File: config.mk
export PLATFORM = sky130hd
export DESIGN_NAME = miss_rate_monitor
export DESIGN_NICKNAME = d
export VERILOG_FILES = /design/src/rtl/mrm_pkg.sv /design/src/rtl/mrm_score.sv /design/src/rtl/mrm_window.sv /design/src/rtl/mrm_decide.sv /design/src/rtl/miss_rate_monitor.sv
export SDC_FILE = /design/constraint.sdc
export NUM_CORES = 1
export LEC_CHECK = 0
export BUFFER_PORTS_ARGS = -buffer_cell sky130_fd_sc_hd__clkbuf_2
export CORE_MARGIN = 2
export CORE_UTILIZATION = 40
export DETAILED_ROUTE_END_ITERATION = 7
export GPL_ROUTABILITY_DRIVEN = 0
export GPL_TIMING_DRIVEN = 1
export PLACE_DENSITY = 0.64
export SYNTH_ARGS = -nofsm -noshare
export SYNTH_HDL_FRONTEND = slang
export SYNTH_HIERARCHICAL = 1
export SYNTH_SLANG_ARGS = --single-unit
File: constraint.sdc
create_clock -name clk -period 2.1 [get_ports clk]
set_input_delay 0.525 -clock clk [delete_from_list [all_inputs] [get_ports clk]]
set_output_delay 0.525 -clock clk [all_outputs]
set_load 0.01 [all_outputs]
File: src/rtl/mrm_pkg.sv
package mrm_pkg;

  // Weighted, saturating score update for one access.
  function automatic int score_step(input int cur, input logic miss,
                                    input int up, input int down,
                                    input int lo, input int hi);
    int t;
    t = miss ? cur + up : cur - down;
    if (t > hi) t = hi;
    if (t < lo) t = lo;
    return t;
  endfunction

  // Force a size level into the legal range.
  function automatic int level_clip(input int lvl, input int lo, input int hi);
    if (lvl > hi) return hi;
    if (lvl < lo) return lo;
    return lvl;
  endfunction

endpackage

File: src/rtl/mrm_score.sv
module mrm_score #(
  parameter int CNT_W    = 8,
  parameter int MISS_INC = 19,
  parameter int HIT_DEC  = 1
) (
  input  logic                    clk,
  input  logic                    rst_n,
  input  logic                    acc_valid,
  input  logic                    acc_miss,
  input  logic                    clear,
  output logic signed [CNT_W-1:0] score_q,
  output logic signed [CNT_W-1:0] score_nxt
);
  localparam int SMAX = (2 ** (CNT_W - 1)) - 1;
  localparam int SMIN = -(2 ** (CNT_W - 1));

  always_comb begin
    int t;
    t = int'(score_q);
    if (acc_valid) t = mrm_pkg::score_step(t, acc_miss, MISS_INC, HIT_DEC, SMIN, SMAX);
    score_nxt = t[CNT_W-1:0];
  end

  always_ff @(posedge clk or negedge rst_n) begin
    if (!rst_n)     score_q <= '0;
    else if (clear) score_q <= '0;
    else            score_q <= score_nxt;
  end
endmodule

File: src/rtl/mrm_window.sv
module mrm_window #(
  parameter int WINDOW = 256
) (
  input  logic clk,
  input  logic rst_n,
  input  logic acc_valid,
  output logic win_end
);
  localparam int WCW = (WINDOW > 1) ? $clog2(WINDOW) : 1;
  localparam logic [WCW-1:0] LAST = WCW'(WINDOW - 1);

  logic [WCW-1:0] wcnt;

  assign win_end = acc_valid && (wcnt == LAST);

  always_ff @(posedge clk or negedge rst_n) begin
    if (!rst_n)         wcnt <= '0;
    else if (win_end)   wcnt <= '0;
    else if (acc_valid) wcnt <= wcnt + 1'b1;
  end
endmodule

File: src/rtl/mrm_decide.sv
module mrm_decide #(
  parameter int CNT_W    = 8,
  parameter int LVL_W    = 3,
  parameter int MIN_LVL  = 1,
  parameter int MAX_LVL  = 6,
  parameter int LOW_MARK = -(2 ** (CNT_W - 1))
) (
  input  logic                    clk,
  input  logic                    rst_n,
  input  logic                    win_end,
  input  logic signed [CNT_W-1:0] score_nxt,
  input  logic [LVL_W-1:0]        size_level,
  input  logic                    resize_busy,
  output logic                    grow_req,
  output logic                    shrink_req
);
  int  eff_level;
  logic can_grow, can_shrink, want_grow, want_shrink;

  assign eff_level   = mrm_pkg::level_clip(int'(size_level), MIN_LVL, MAX_LVL);
  assign can_grow    = eff_level < MAX_LVL;
  assign can_shrink  = eff_level > MIN_LVL;
  assign want_grow   = int'(score_nxt) > 0;
  assign want_shrink = int'(score_nxt) <= LOW_MARK;

  always_ff @(posedge clk or negedge rst_n) begin
    if (!rst_n) begin
      grow_req   <= 1'b0;
      shrink_req <= 1'b0;
    end else begin
      grow_req   <= win_end && !resize_busy && want_grow   && can_grow;
      shrink_req <= win_end && !resize_busy && want_shrink && can_shrink;
    end
  end
endmodule

File: src/rtl/miss_rate_monitor.sv
module miss_rate_monitor #(
  parameter int CNT_W    = 8,
  parameter int MISS_INC = 19,
  parameter int HIT_DEC  = 1,
  parameter int WINDOW   = 256,
  parameter int LVL_W    = 3,
  parameter int MIN_LVL  = 1,
  parameter int MAX_LVL  = 6,
  parameter int LOW_MARK = -(2 ** (CNT_W - 1))
) (
  input  logic             clk,
  input  logic             rst_n,
  input  logic             acc_valid,
  input  logic             acc_miss,
  input  logic [LVL_W-1:0] size_level,
  input  logic             resize_busy,
  output logic             above_thresh,
  output logic             grow_req,
  output logic             shrink_req
);
  logic signed [CNT_W-1:0] score_q;
  logic signed [CNT_W-1:0] score_nxt;
  logic                    win_end;

  mrm_window #(.WINDOW(WINDOW)) u_window (
    .clk(clk), .rst_n(rst_n), .acc_valid(acc_valid), .win_end(win_end)
  );

  mrm_score #(.CNT_W(CNT_W), .MISS_INC(MISS_INC), .HIT_DEC(HIT_DEC)) u_score (
    .clk(clk), .rst_n(rst_n), .acc_valid(acc_valid), .acc_miss(acc_miss),
    .clear(win_end), .score_q(score_q), .score_nxt(score_nxt)
  );

  mrm_decide #(.CNT_W(CNT_W), .LVL_W(LVL_W), .MIN_LVL(MIN_LVL),
               .MAX_LVL(MAX_LVL), .LOW_MARK(LOW_MARK)) u_decide (
    .clk(clk), .rst_n(rst_n), .win_end(win_end), .score_nxt(score_nxt),
    .size_level(size_level), .resize_busy(resize_busy),
    .grow_req(grow_req), .shrink_req(shrink_req)
  );

  assign above_thresh = score_q > 0;
endmodule

# Yosys cells after proc, flatten, opt, wreduce, memory -nomap -nowiden
# Index checks and enable logic that the tools add are counted.
[classes]
n_eq_ne = 1
n_lt_le_gt_ge = 9
muxes = 15
add_sub_neg = 3
n_reduce_logical = 8
[ops]
columns = ["op", "count"]
rows = [
  ["2-to-1 mux 32 bit", 6],
  ["2-to-1 mux 8 bit", 5],
  ["greater-than comparator 32 x 2 -> 1 bit, second input constant", 1],
  ["greater-than comparator 32 x 8 -> 1 bit, second input constant", 1],
  ["< comparator 32 x 4 -> 1 bit, second input constant", 1],
  ["< comparator 32 x 8 -> 1 bit, second input constant", 1],
  ["greater-than comparator 8 x 1 -> 1 bit, second input constant", 2],
  ["adder 8 x 6 -> 9 bit, second input constant", 1],
  ["subtractor 8 x 2 -> 9 bit, second input constant", 1],
  ["adder 8 x 1 -> 8 bit, second input constant", 1],
  ["equality test 8 bit, second input constant", 1],
  ["<= comparator 8 bit, second input constant", 1],
  ["logical AND 1 bit", 6],
  ["greater-than comparator 3 bit, second input constant", 1],
  ["< comparator 3 x 1 -> 1 bit, second input constant", 1],
  ["2-to-1 mux 1 bit", 3],
  ["2-to-1 mux 3 bit", 1],
  ["nonzero test 2 bit", 1],
  ["zero test 1 bit", 1],
]
[word_totals]
word_cells = 40
input_bits = 8
register_bits = 18

# Depth between registers and ports, before layout
# Gate-level depths: netlist of run 1.
[logic_depth]
ltp_word = 11
mapped_depth = 9
mapped_depth_nobuf = 9

# By module
# Netlist of run 1, hierarchy kept.
[by_module_without_submodules]
columns = ["module", "n_inst", "seq_area_each_um2", "cells_per_inst", "area_per_inst_um2"]
rows = [
  ["mrm_score", 1, 200.2, 100, 893.4],
  ["mrm_window", 1, 200.2, 41, 410.4],
  ["mrm_decide", 1, 50.0, 10, 112.6],
  ["miss_rate_monitor", 1, 0.0, 3, 22.5],
]

# Worst setup path before layout of run 1
# No wires, ideal clock.
[synth_path]
kind = "in2reg"
from = "in acc_miss"
to = "reg u_decide.shrink_req"
arrival_ns = 2.486
setup_time_ns = 0.068
slack_ns = -0.455
path_stages = 9
required_ns = 2.032
path_cell_list = "inv_1 > ha_1 > o21a_1 > or2_0 > or3_1 > a211oi_1 > o31ai_1 > nor4_2 > and4bb_1"
[synth_via]
elab_chain_len = 10
[synth_rtl]
columns = ["element", "line", "rtl"]
rows = [
  ["start, declared", "miss_rate_monitor.sv:14", "input logic acc_miss,"],
  ["2-to-1 mux 32 bit *", "mrm_pkg.sv:8", "t = miss ? cur + up : cur - down;"],
  ["greater-than comparator 32 x 8 -> 1 bit", "mrm_pkg.sv:9", "if (t > hi) t = hi;"],
  ["2-to-1 mux 32 bit *", "mrm_pkg.sv:9", ""],
  ["2-to-1 mux 32 bit *", "mrm_score.sv:20", "if (acc_valid) t = mrm_pkg::score_step(t, acc_miss, MISS_INC, HIT_DEC, SMIN, SMAX);"],
  ["< comparator 32 x 8 -> 1 bit", "mrm_pkg.sv:10", "if (t < lo) t = lo;"],
  ["2-to-1 mux 8 bit *", "mrm_pkg.sv:10", ""],
  ["2-to-1 mux 8 bit *", "mrm_score.sv:20", ""],
  ["via score_nxt[6]", "miss_rate_monitor.sv:22", "logic signed [CNT_W-1:0] score_nxt;"],
  ["<= comparator 8 bit *", "mrm_decide.sv:24", "assign want_shrink = int'(score_nxt) <= LOW_MARK;"],
  ["logical AND 1 bit * (2 in series)", "mrm_decide.sv:32", "shrink_req <= win_end && !resize_busy && want_shrink && can_shrink;"],
  ["end signal, assigned", "mrm_decide.sv:32", ""],
  ["end, declared", "mrm_decide.sv:15", "output logic shrink_req"],
]
# Mark *: on every way through the listed nets, which the timed path passes. The rest lies on a longest branch. The select of a mux whose other input is x is not followed.
# A chain may end at the register's enable or synchronous reset.

# Final worst setup path of run 1
# Same ends and word-level chain as after synthesis.

==> flow_summary_export.csv, run 1 <==
group,metric,value,unit
worst_setup_path,crit_type,"primary input to flip-flop",
cells_and_area,final_area,2110,um^2
worst_setup_path,arrival,2.76,ns
drt,wl,3910,um
global_route,grt_max_degree,20,
global_route,overflow,0,
yosys,ys.flop_type,"dfrtp_1",
floorplanning,core,3390,um^2
yosys,synth_seq_cells,18,
floorplanning,fp-row-count,21,
sta,slew_viol_final,0,
yosys,synth_edf_count,0,
place,place_hpwl,2890,um
worst_setup_path,r2r_cells,8,
worst_setup_path,crit_path_max_fanout,5,
pwr,power_density,1540,nW/um^2
run,cap_violations,0,
drt,wl_per_cell,15.2,um
global_route,grt_pass1_wl,6390,um
worst_setup_path,reg2reg_from,"u_score/score_q[5]$_DFF_PN0_",
worst_setup_path,r2r_slack,-0.35,ns
drt,vias,1430,
sta,relSlewSlack,68.2,%
yosys,yosys.area.top_type_share,31.3,%
outcome,status,"complete, but fails checks",
pwr,vdd_drop_max,0.842,mV
yosys,synth.most_common_cell,"dfrtp_1",
cells_and_area,layout.nets,228,
yosys,synth_cell_types,51,
sta,fin_skew,0.00112,ns
sta,max_freq,395,MHz
drt,antenna_left,0,
cells_and_area,fin_cells,257,
yosys,synth.avg_cell_area,9.34,um^2
global_route,grtUsageTotal,19.5,%
global_route,antenna_found_initial,0,
clock_network,path_clk_slew,0.09,ns
place,dp_cells,244,
outcome,violations,"negative setup slack",
clock_network,cts_buffers,3,
floorplanning,ios,11,
place,place.port_buffers,9,
sta,finalWorstSetupSlack,-0.431,ns
sta,rsz0062_at_grt,"true",
sta,worstMarginPinSlew,0.473,ns
hold_path,hold_path.class,"primary input to asynchronous set/reset pin",
clock_network,cts_tree,"yes",
sta,setup-violations-final,9,
clock_network,htreeDepth,1,
cells_and_area,n_antenna_cell,0,
clock_network,ctsHoldBuffers,0,
global_route,grt_pass1_vias,1395,
worst_setup_path,cp-start-kind,"primary input",
yosys,async_flop_share,100,%
sta,final.setup.tns,-1.75,ns
drt,viasPerCell,5.56,
yosys,yosysWarnings,6,
yosys,synth_common_cells,"dfrtp_1, inv_1, nand2_1, nor2_1",
floorplanning,die_area,4090,um^2
floorplanning,die_w,64.0,um
drt,drtIter0Drc,63,
sta,min_period,2.53,ns
clock_network,cts-root-buf,"clkbuf_4",
worst_setup_path,end_kind,"flip-flop",
yosys,syn_inst,154,
drt,firstDrtPassIters,4,
cells_and_area,area_growth,46.6,%
pwr,p_leak,0.000868,uW
yosys,ys_top_cells_by_area,"dfrtp_1, ha_1, a211oi_1, nor4_2, a21oi_1",
place,place_area,1860,um^2
floorplanning,die_y,64.0,um
yosys,syn_nets,169,
yosys,synth_area,1440,um^2
sta,finalCritPeriodShare,121,%
clock_network,clkSinkCount,18,
clock_network,cts.path.max_buffers,2,
yosys,seq_area_frac_synth,31.3,%
drt,drc,0,
worst_setup_path,required,2.33,ns
cells_and_area,post_route_cells_drive_above_1_share,46.0,%
sta,finalHoldViolCount,0,
clock_network,clock_latency,0.28,ns
worst_setup_path,r2r_end,"u_decide/shrink_req$_DFF_PN0_",
yosys,synth_top_cell_by_area,"dfrtp_1",
floorplanning,start_util,42.5,%
[metal layers]
layer | global-route usage [%] | part of all wire, %
met5 | 0 | 0
met4 | 4.62 | 1.2
met3 | 3.35 | 4.7
met2 | 30.2 | 46
met1 | 28.1 | 48
[report_power, final]
group,total [uW],internal [uW],switching (uW)
combinational,2420,1240,1180
sequential,658,489,169
clock,163,66.6,96.7
[area by class of cell]
cell class                 instances  area (um^2)
clock buffer                       3         22.5
fill                             261         1280
inverter                          11         45.0
multi-input combinational        122         1100
sequential                        18          450
tap                               46         57.6
timing repair buffer              57          435
[cell families (layout without fill, tap and decap cells)]
family / count (synthesis) / count (layout) / share of synthesized area, %
mux: 2 / 2 / 1.48
flops: 18 / 18 / 31.3
buf+inv: 14 / 71 / 3.74
xor+xnor: 6 / 6 / 3.65
simple gates: 57 / 57 / 23.0
fa+ha+maj: 7 / 7 / 6.09
compound gates: 50 / 50 / 30.7
[through the flow]
step	util (%)	setup slack, ns	hold slack (ns)	total power [uW]
floorplan	-	-0.443	0.229	1860
global placement	55.0	-0.705	0.481	2580
detailed placement	55.0	-0.734	0.490	2620
CTS	56.7	-0.425	0.174	2870
global route	62.2	-0.569	0.192	3480
finish	62.2	-0.431	0.161	3250
[how the worst max path moves through the flow]
| stage | end | start | slack (ns) | cells past startpoint |
|---|---|---|---|---|
| global route | u_decide/shrink_req$_DFF_PN0_ | acc_miss | -0.57 | 10 |
| floorplan | u_decide/shrink_req$_DFF_PN0_ | acc_miss | -0.44 | 9 |
| finish | u_decide/shrink_req$_DFF_PN0_ | acc_miss | -0.43 | 10 |
| detailed placement | u_decide/grow_req$_DFF_PN0_ | acc_miss | -0.73 | 10 |
| CTS | u_decide/grow_req$_DFF_PN0_ | acc_miss | -0.42 | 11 |
| global placement | u_decide/grow_req$_DFF_PN0_ | acc_miss | -0.70 | 10 |
[placed cells by master, fill, tap and decap left out, types with 2 or more instances in the layout]
master	n
ha_1	3
xor2_1	2
clkbuf_2	8
o211ai_1	3
o21ai_4	2
nor3_1	7
a21oi_1	6
xnor2_1	4
nor3_2	2
a211oi_1	4
ha_4	4
clkbuf_4	3
nand4_1	4
a21oi_2	4
buf_6	4
o21a_1	2
o211a_1	2
nor4_1	2
nor2_1	10
o311ai_0	2
nor2b_1	2
a211oi_2	3
o21ai_0	5
nor4_2	3
buf_4	44
dfrtp_1	18
nand3_1	3
o31ai_1	2
inv_1	10
a211oi_4	2
nand2_1	11
[worst max-delay path, stage by stage]
cell        delay, ns
buf_6            0.07
clkinvlp_4       0.19
ha_4             0.23
o21a_1           0.21
or2_0            0.23
or3_4            0.38
a211oi_2         0.30
o31ai_2          0.11
nor4_2           0.28
and4bb_1         0.22
[flip-flops by register name (all words and copies together), names as in the netlist]
signal	count
u_window/wcnt	8
u_decide/shrink_req	1
u_decide/grow_req	1
u_score/score_q	8
[repair_timing]
item                                   in CTS  in global routing
setup endpoints to repair                   9                 10
gates resized for setup                     4                 21
pin swaps                                   3                 17
endpoints found under the hold margin       0                  0
cloned                                      0                  0
setup buffers                               3                  9
No activity file was read; power rests on OpenSTA's default activity.
==> inputs of run 2 (changes only) <==
--- a/config.mk
+++ b/config.mk
@@ -10,7 +10,7 @@
 export CORE_UTILIZATION = 40
 export DETAILED_ROUTE_END_ITERATION = 7
 export GPL_ROUTABILITY_DRIVEN = 0
-export GPL_TIMING_DRIVEN = 1
+export GPL_TIMING_DRIVEN = 0
 export PLACE_DENSITY = 0.64
 export SYNTH_ARGS = -nofsm -noshare
 export SYNTH_HDL_FRONTEND = slang
==> run 2 against run 1 <==
The run still ends with negative setup slack left. Routed wire length up 27%. Clock power up 3%. Hold slack worse by 0.0021 ns. Critical path depth unchanged. Clock skew up 0.0030 ns. Register-to-register slack worse by 0.22 ns. Power up 7.5%. Final cell count down 5.4%. Largest cell class unchanged. Global-route usage up 1.6 points. Non-clock buffer count down 15. Largest power group unchanged. Worst setup slack worse by 0.14 ns. Count of clock-buffer cells in the layout unchanged.
==> flow_summary_export.csv, run 2 (synthesis results as in run 1) <==
group,metric,value,unit
global_route,grt_max_degree,19,
sta,setup-violations-final,10,
cells_and_area,final_common_cell,"buf_4",
worst_setup_path,arrival,2.91,ns
sta,finalWorstSetupSlack,-0.573,ns
clock_network,path_clk_slew,0.10,ns
clock_network,cts-root-buf,"clkbuf_4",
drt,wl_per_cell,20.4,um
global_route,grtUsageTotal,21.1,%
cells_and_area,final_cell_mix,"buf_4, dfrtp_1, nand2_1",
place,place.port_buffers,9,
floorplanning,fp-row-count,21,
floorplanning,core,3390,um^2
worst_setup_path,end_kind,"flip-flop",
floorplanning,start_util,42.5,%
sta,whs,0.159,ns
drt,wl,4950,um
clock_network,cts_buffers,3,
sta,finalCritPeriodShare,127,%
pwr,power_density,1620,nW/um^2
worst_setup_path,cp-start-kind,"flip-flop",
outcome,violations,"negative setup slack",
hold_path,hold_path.class,"primary input to asynchronous set/reset pin",
global_route,overflow,0,
floorplanning,die_area,4090,um^2
worst_setup_path,crit_path_max_fanout,5,
cells_and_area,layout.nets,214,
cells_and_area,post_route_cells_drive_above_1_share,47.7,%
sta,final.setup.tns,-2.41,ns
cells_and_area,largest_registers,"u_score/score_q (8), u_window/wcnt (8)",
worst_setup_path,r2r_end,"u_decide/shrink_req$_DFF_PN0_",
clock_network,ctsHoldBuffers,0,
drt,vias,1559,
sta,min_period,2.67,ns
clock_network,cts_tree,"yes",
drt,drtIter0Drc,97,
worst_setup_path,r2r_cells,10,
place,place_hpwl,2480,um
worst_setup_path,required,2.33,ns
worst_setup_path,crit_type,"flip-flop to flip-flop",
cells_and_area,area_growth,49.3,%
drt,viasPerCell,6.42,
drt,drc,0,
global_route,antenna_found_initial,0,
run,cap_violations,0,
worst_setup_path,reg2reg_from,"u_score/score_q[0]$_DFF_PN0_",
pwr,p_leak,0.000814,uW
global_route,grt_pass1_wl,6880,um
clock_network,clock_latency,0.29,ns
floorplanning,ios,11,
floorplanning,die_y,64.0,um
sta,slew_viol_final,0,
floorplanning,die_w,64.0,um
outcome,status,"complete, but fails checks",
clock_network,htreeDepth,1,
cells_and_area,final_area,2150,um^2
sta,rsz0062_at_grt,"true",
worst_setup_path,r2r_slack,-0.57,ns
drt,antenna_left,0,
cells_and_area,n_antenna_cell,0,
sta,relSlewSlack,59.4,%
global_route,grt_pass1_vias,1410,
pwr,vdd_drop_max,1.18,mV
sta,fin_skew,0.00412,ns
sta,finalHoldViolCount,0,
sta,worstMarginPinSlew,0.605,ns
place,place_area,1580,um^2
cells_and_area,fillCellCount,240,
clock_network,cts.path.max_buffers,2,
sta,max_freq,374,MHz
clock_network,clkSinkCount,18,
drt,firstDrtPassIters,5,
[run 2: cell type report]
cell class                      count  area (um^2)  share of cell area [%]
Tap cell                           46         57.6                    2.68
Clock buffer                        3         22.5                    1.05
Buffer                              3         12.5                   0.582
Timing Repair Buffer               39          344                    16.0
Multi-Input combinational cell    123         1210                    56.6
Sequential cell                    18          452                    21.0
Inverter                           11         45.0                    2.10
[run 2: power breakdown]
part / internal, uW / switching [uW]
clock network: 66.8 / 101
registers: 490 / 229
logic: 1210 / 1390
[run 2: how the worst max path moves through the flow]
stage / from / endpoint / slack, ns / depth (start not counted)
2_1_floorplan: acc_miss / u_decide/shrink_req$_DFF_PN0_ / -0.44 / 9
3_3_place_gp: acc_miss / u_decide/shrink_req$_DFF_PN0_ / -0.92 / 10
3_5_place_dp: acc_miss / u_decide/shrink_req$_DFF_PN0_ / -0.96 / 10
4_1_cts: acc_miss / u_decide/shrink_req$_DFF_PN0_ / -0.43 / 11
5_1_grt: u_score/score_q[0]$_DFF_PN0_ / u_decide/shrink_req$_DFF_PN0_ / -0.67 / 10
6_report: u_score/score_q[0]$_DFF_PN0_ / u_decide/shrink_req$_DFF_PN0_ / -0.57 / 10
[run 2: layer usage]
| layer | vias to the layer above | global-route usage (%) | wire (um) |
|---|---|---|---|
| li1 | 681 | - | - |
| met1 | 749 | 28.4 | 1950 |
| met2 | 96 | 34.6 | 2360 |
| met3 | 33 | 4.23 | 387 |
| met4 | 0 | 5.16 | 265 |
| met5 | - | 0 | 0 |
[run 2: what timing repair did]
action,CTS,global route
pin swaps,18,19
gates resized for setup,37,15
setup endpoints to repair,10,10
buffers inserted,18,12
gates cloned,1,0
[run 2: critical path, stage by stage (launching register included)]
cell       delay, ns
dfrtp_1         0.45
inv_2           0.11
ha_2            0.20
and2b_2         0.26
o2111ai_4       0.28
buf_4           0.17
a41oi_2         0.20
o211ai_1        0.32
a21oi_1         0.14
nor3_2          0.26
and4bb_1        0.22
[run 2: stage by stage]
stage	setup WS (ns)	util, %	instances	power, uW
2_1_floorplan	-0.443	-	154	1860
3_5_place_dp	-0.964	46.5	209	2150
5_1_grt	-0.668	63.4	243	3630
4_1_cts	-0.426	58.3	231	2960
3_3_place_gp	-0.924	46.5	209	2120
6_report	-0.573	63.4	243	3490
==> inputs of run 3 (changes only) <==
--- a/config.mk
+++ b/config.mk
@@ -6,8 +6,10 @@
 export NUM_CORES = 1
 export LEC_CHECK = 0
 export BUFFER_PORTS_ARGS = -buffer_cell sky130_fd_sc_hd__clkbuf_2
+export CORE_ASPECT_RATIO = 0.75
 export CORE_MARGIN = 2
 export CORE_UTILIZATION = 40
+export CTS_CLUSTER_SIZE = 8
 export DETAILED_ROUTE_END_ITERATION = 7
 export GPL_ROUTABILITY_DRIVEN = 0
 export GPL_TIMING_DRIVEN = 0
==> run 3 against run 2 <==
The run still ends with negative setup slack left. Hold slack better by 0.047 ns. Largest power group unchanged. Via count up 0.77%. Highest routed layer unchanged. Critical path type is now primary input to flip-flop. Sequential share of layout area up 0.91 points. Cell area down 4.4%.
==> flow_summary_export.csv, run 3 (synthesis results as in run 1) <==
group,metric,value,unit
outcome,status,"complete, but fails checks",
outcome,violations,"negative setup slack",
sta,worstMarginPinSlew,0.879,ns
worst_setup_path,required,2.29,ns
drt,wl,4990,um
floorplanning,fp-row-count,18,
pwr,power.total,3470,uW
place,place_area,1570,um^2
sta,whs,0.206,ns
global_route,grt_util_met3,4.53,%
floorplanning,core,3360,um^2
worst_setup_path,worstPathCellList,"buf_8 > clkinvlp_4 > ha_4 > and2b_2 > o2111ai_4 > a41oi_4 > buf_4 > a211oi_2 > nor3_1 > nor3_2 > and4bb_1",
place,place.port_buffers,9,
clock_network,cts.path.max_buffers,2,
global_route,grt_pass1_vias,1466,
worst_setup_path,crit_family,"simple AND/OR/NAND/NOR gates",
sta,finalHoldViolCount,0,
drt,vias,1571,
global_route,antenna_found_initial,0,
cells_and_area,layout.nets,206,
cells_and_area,largest_registers,"u_score/score_q (8), u_window/wcnt (8)",
place,place_hpwl,2540,um
sta,finalCritPeriodShare,130,%
pwr,vdd_drop_max,0.863,mV
drt,antenna_left,0,
cells_and_area,post_route_cells_drive_above_1_share,42.6,%
worst_setup_path,end_kind,"flip-flop",
cells_and_area,fillCellCount,231,
floorplanning,die_area,4100,um^2
global_route,met1_usage,30.0,%
drt,drc,0,
global_route,overflow,0,
worst_setup_path,crit_buf_inv,3,
pwr,power_density,1690,nW/um^2
worst_setup_path,slowest_delay,0.30,ns
worst_setup_path,cp-start-kind,"primary input",
sta,setup-violations-final,10,
cells_and_area,area_growth,42.7,%
worst_setup_path,slowest_stage,"ha_4",
global_route,grtUsageMet2,34.2,%
floorplanning,start_util,42.9,%
clock_network,clock_latency,0.26,ns
cells_and_area,final_area,2050,um^2
sta,min_period,2.72,ns
global_route,gr-max-usage-layer,"met2",
run,cap_violations,0,
sta,relSlewSlack,41.2,%
drt,firstDrtPassIters,4,
drt,wl_per_cell,21.7,um
global_route,grt_pass1_wl,6960,um
hold_path,hold_path.class,"primary input to asynchronous set/reset pin",
cells_and_area,fin_cells,230,
clock_network,htreeDepth,1,
sta,slew_viol_final,0,
global_route,grt_max_degree,19,
clock_network,cts-root-buf,"clkbuf_8",
sta,max_freq,367,MHz
worst_setup_path,crit_path_max_fanout,6,
worst_setup_path,crit_type,"primary input to flip-flop",
pwr,p_leak,0.000788,uW
floorplanning,ios,11,
sta,fin_skew,0.00507,ns
clock_network,ctsHoldBuffers,0,
global_route,grtUsageTotal,21.6,%
place,dp_cells,203,
sta,rsz0062_at_grt,"true",
floorplanning,die_y,55.9,um
clock_network,cts_buffers,3,
clock_network,cts_tree,"yes",
cells_and_area,final_common_cell,"buf_4",
clock_network,path_clk_slew,0.07,ns
drt,drtIter0Drc,214,
cells_and_area,final_cell_mix,"buf_4, dfrtp_1, nand2_1",
sta,finalWorstSetupSlack,-0.624,ns
clock_network,clkSinkCount,18,
floorplanning,die_w,73.3,um
worst_setup_path,arrival,2.91,ns
cells_and_area,utilization,61.2,%
cells_and_area,n_antenna_cell,0,
drt,viasPerCell,6.83,
## run 3: cell types whose count changed in the layout (fill, tap and decap cells not counted), sizes merged
cell / previous run / this run
a41oi: 2 / 1
buf: 32 / 25
clkbuf: 13 / 14
## run 3: metrics by stage
stage          setup TNS (ns)  setup slack, ns
3_3_place_gp            -4.73           -0.916
3_5_place_dp            -4.97           -0.939
4_1_cts                 -2.12           -0.528
5_1_grt                 -4.30           -0.690
2_1_floorplan           -1.28           -0.443
6_report                -3.55           -0.624
## run 3: area by class of cell
class                   count  area (um^2)  share of cell area (%)
flip-flops and latches     18          450                    21.9
multi-input cells         122         1190                    57.9
well taps                  40         50.0                    2.44
inverters                  11         45.0                    2.19
plain buffers               3         12.5                   0.609
repair buffers             32          251                    12.2
clock buffers               4         55.1                    2.68
## run 3: report_power, final
part / total, uW / switching, uW / internal (uW)
clock: 286 / 119 / 167
sequential: 726 / 237 / 489
combinational: 2460 / 1330 / 1120
## run 3: final timing paths
check | start | end | slack (ns) | cells past startpoint
max | acc_miss | u_decide/shrink_req$_DFF_PN0_ | -0.62 | 11
max in group asynchronous | rst_n | u_decide/grow_req$_DFF_PN0_ | 1.57 | 1
max reg2reg | u_score/score_q[0]$_DFF_PN0_ | u_decide/shrink_req$_DFF_PN0_ | -0.57 | 10
min | rst_n | u_score/score_q[3]$_DFF_PN0_ | 0.21 | 1
min in group clk | u_window/wcnt[6]$_DFFE_PN0P_ | u_window/wcnt[6]$_DFFE_PN0P_ | 0.52 | 1
min reg2reg | u_window/wcnt[6]$_DFFE_PN0P_ | u_window/wcnt[6]$_DFFE_PN0P_ | 0.52 | 1
## run 3: worst reg2reg max path: stages, from the launching register on
cell and delay [ns]:
dfrtp_1 0.45, inv_2 0.11, ha_1 0.19, and2b_2 0.26
o2111ai_4 0.27, a41oi_4 0.25, buf_4 0.22, a211oi_2 0.26
nor3_1 0.11, nor3_2 0.25, and4bb_1 0.23
## run 3: metal layers
layer,up-vias,share of wire [%]
li1,666,-
met3,32,8.6
met5,-,0
met2,119,45
met1,754,40
met4,0,6.4
## run 3: what timing repair did
item / CTS / global route
gates resized for setup: 24 / 19
pin swaps: 20 / 15
setup buffers: 14 / 10
setup endpoints to repair: 10 / 10
hold endpoints to repair: 0 / 0
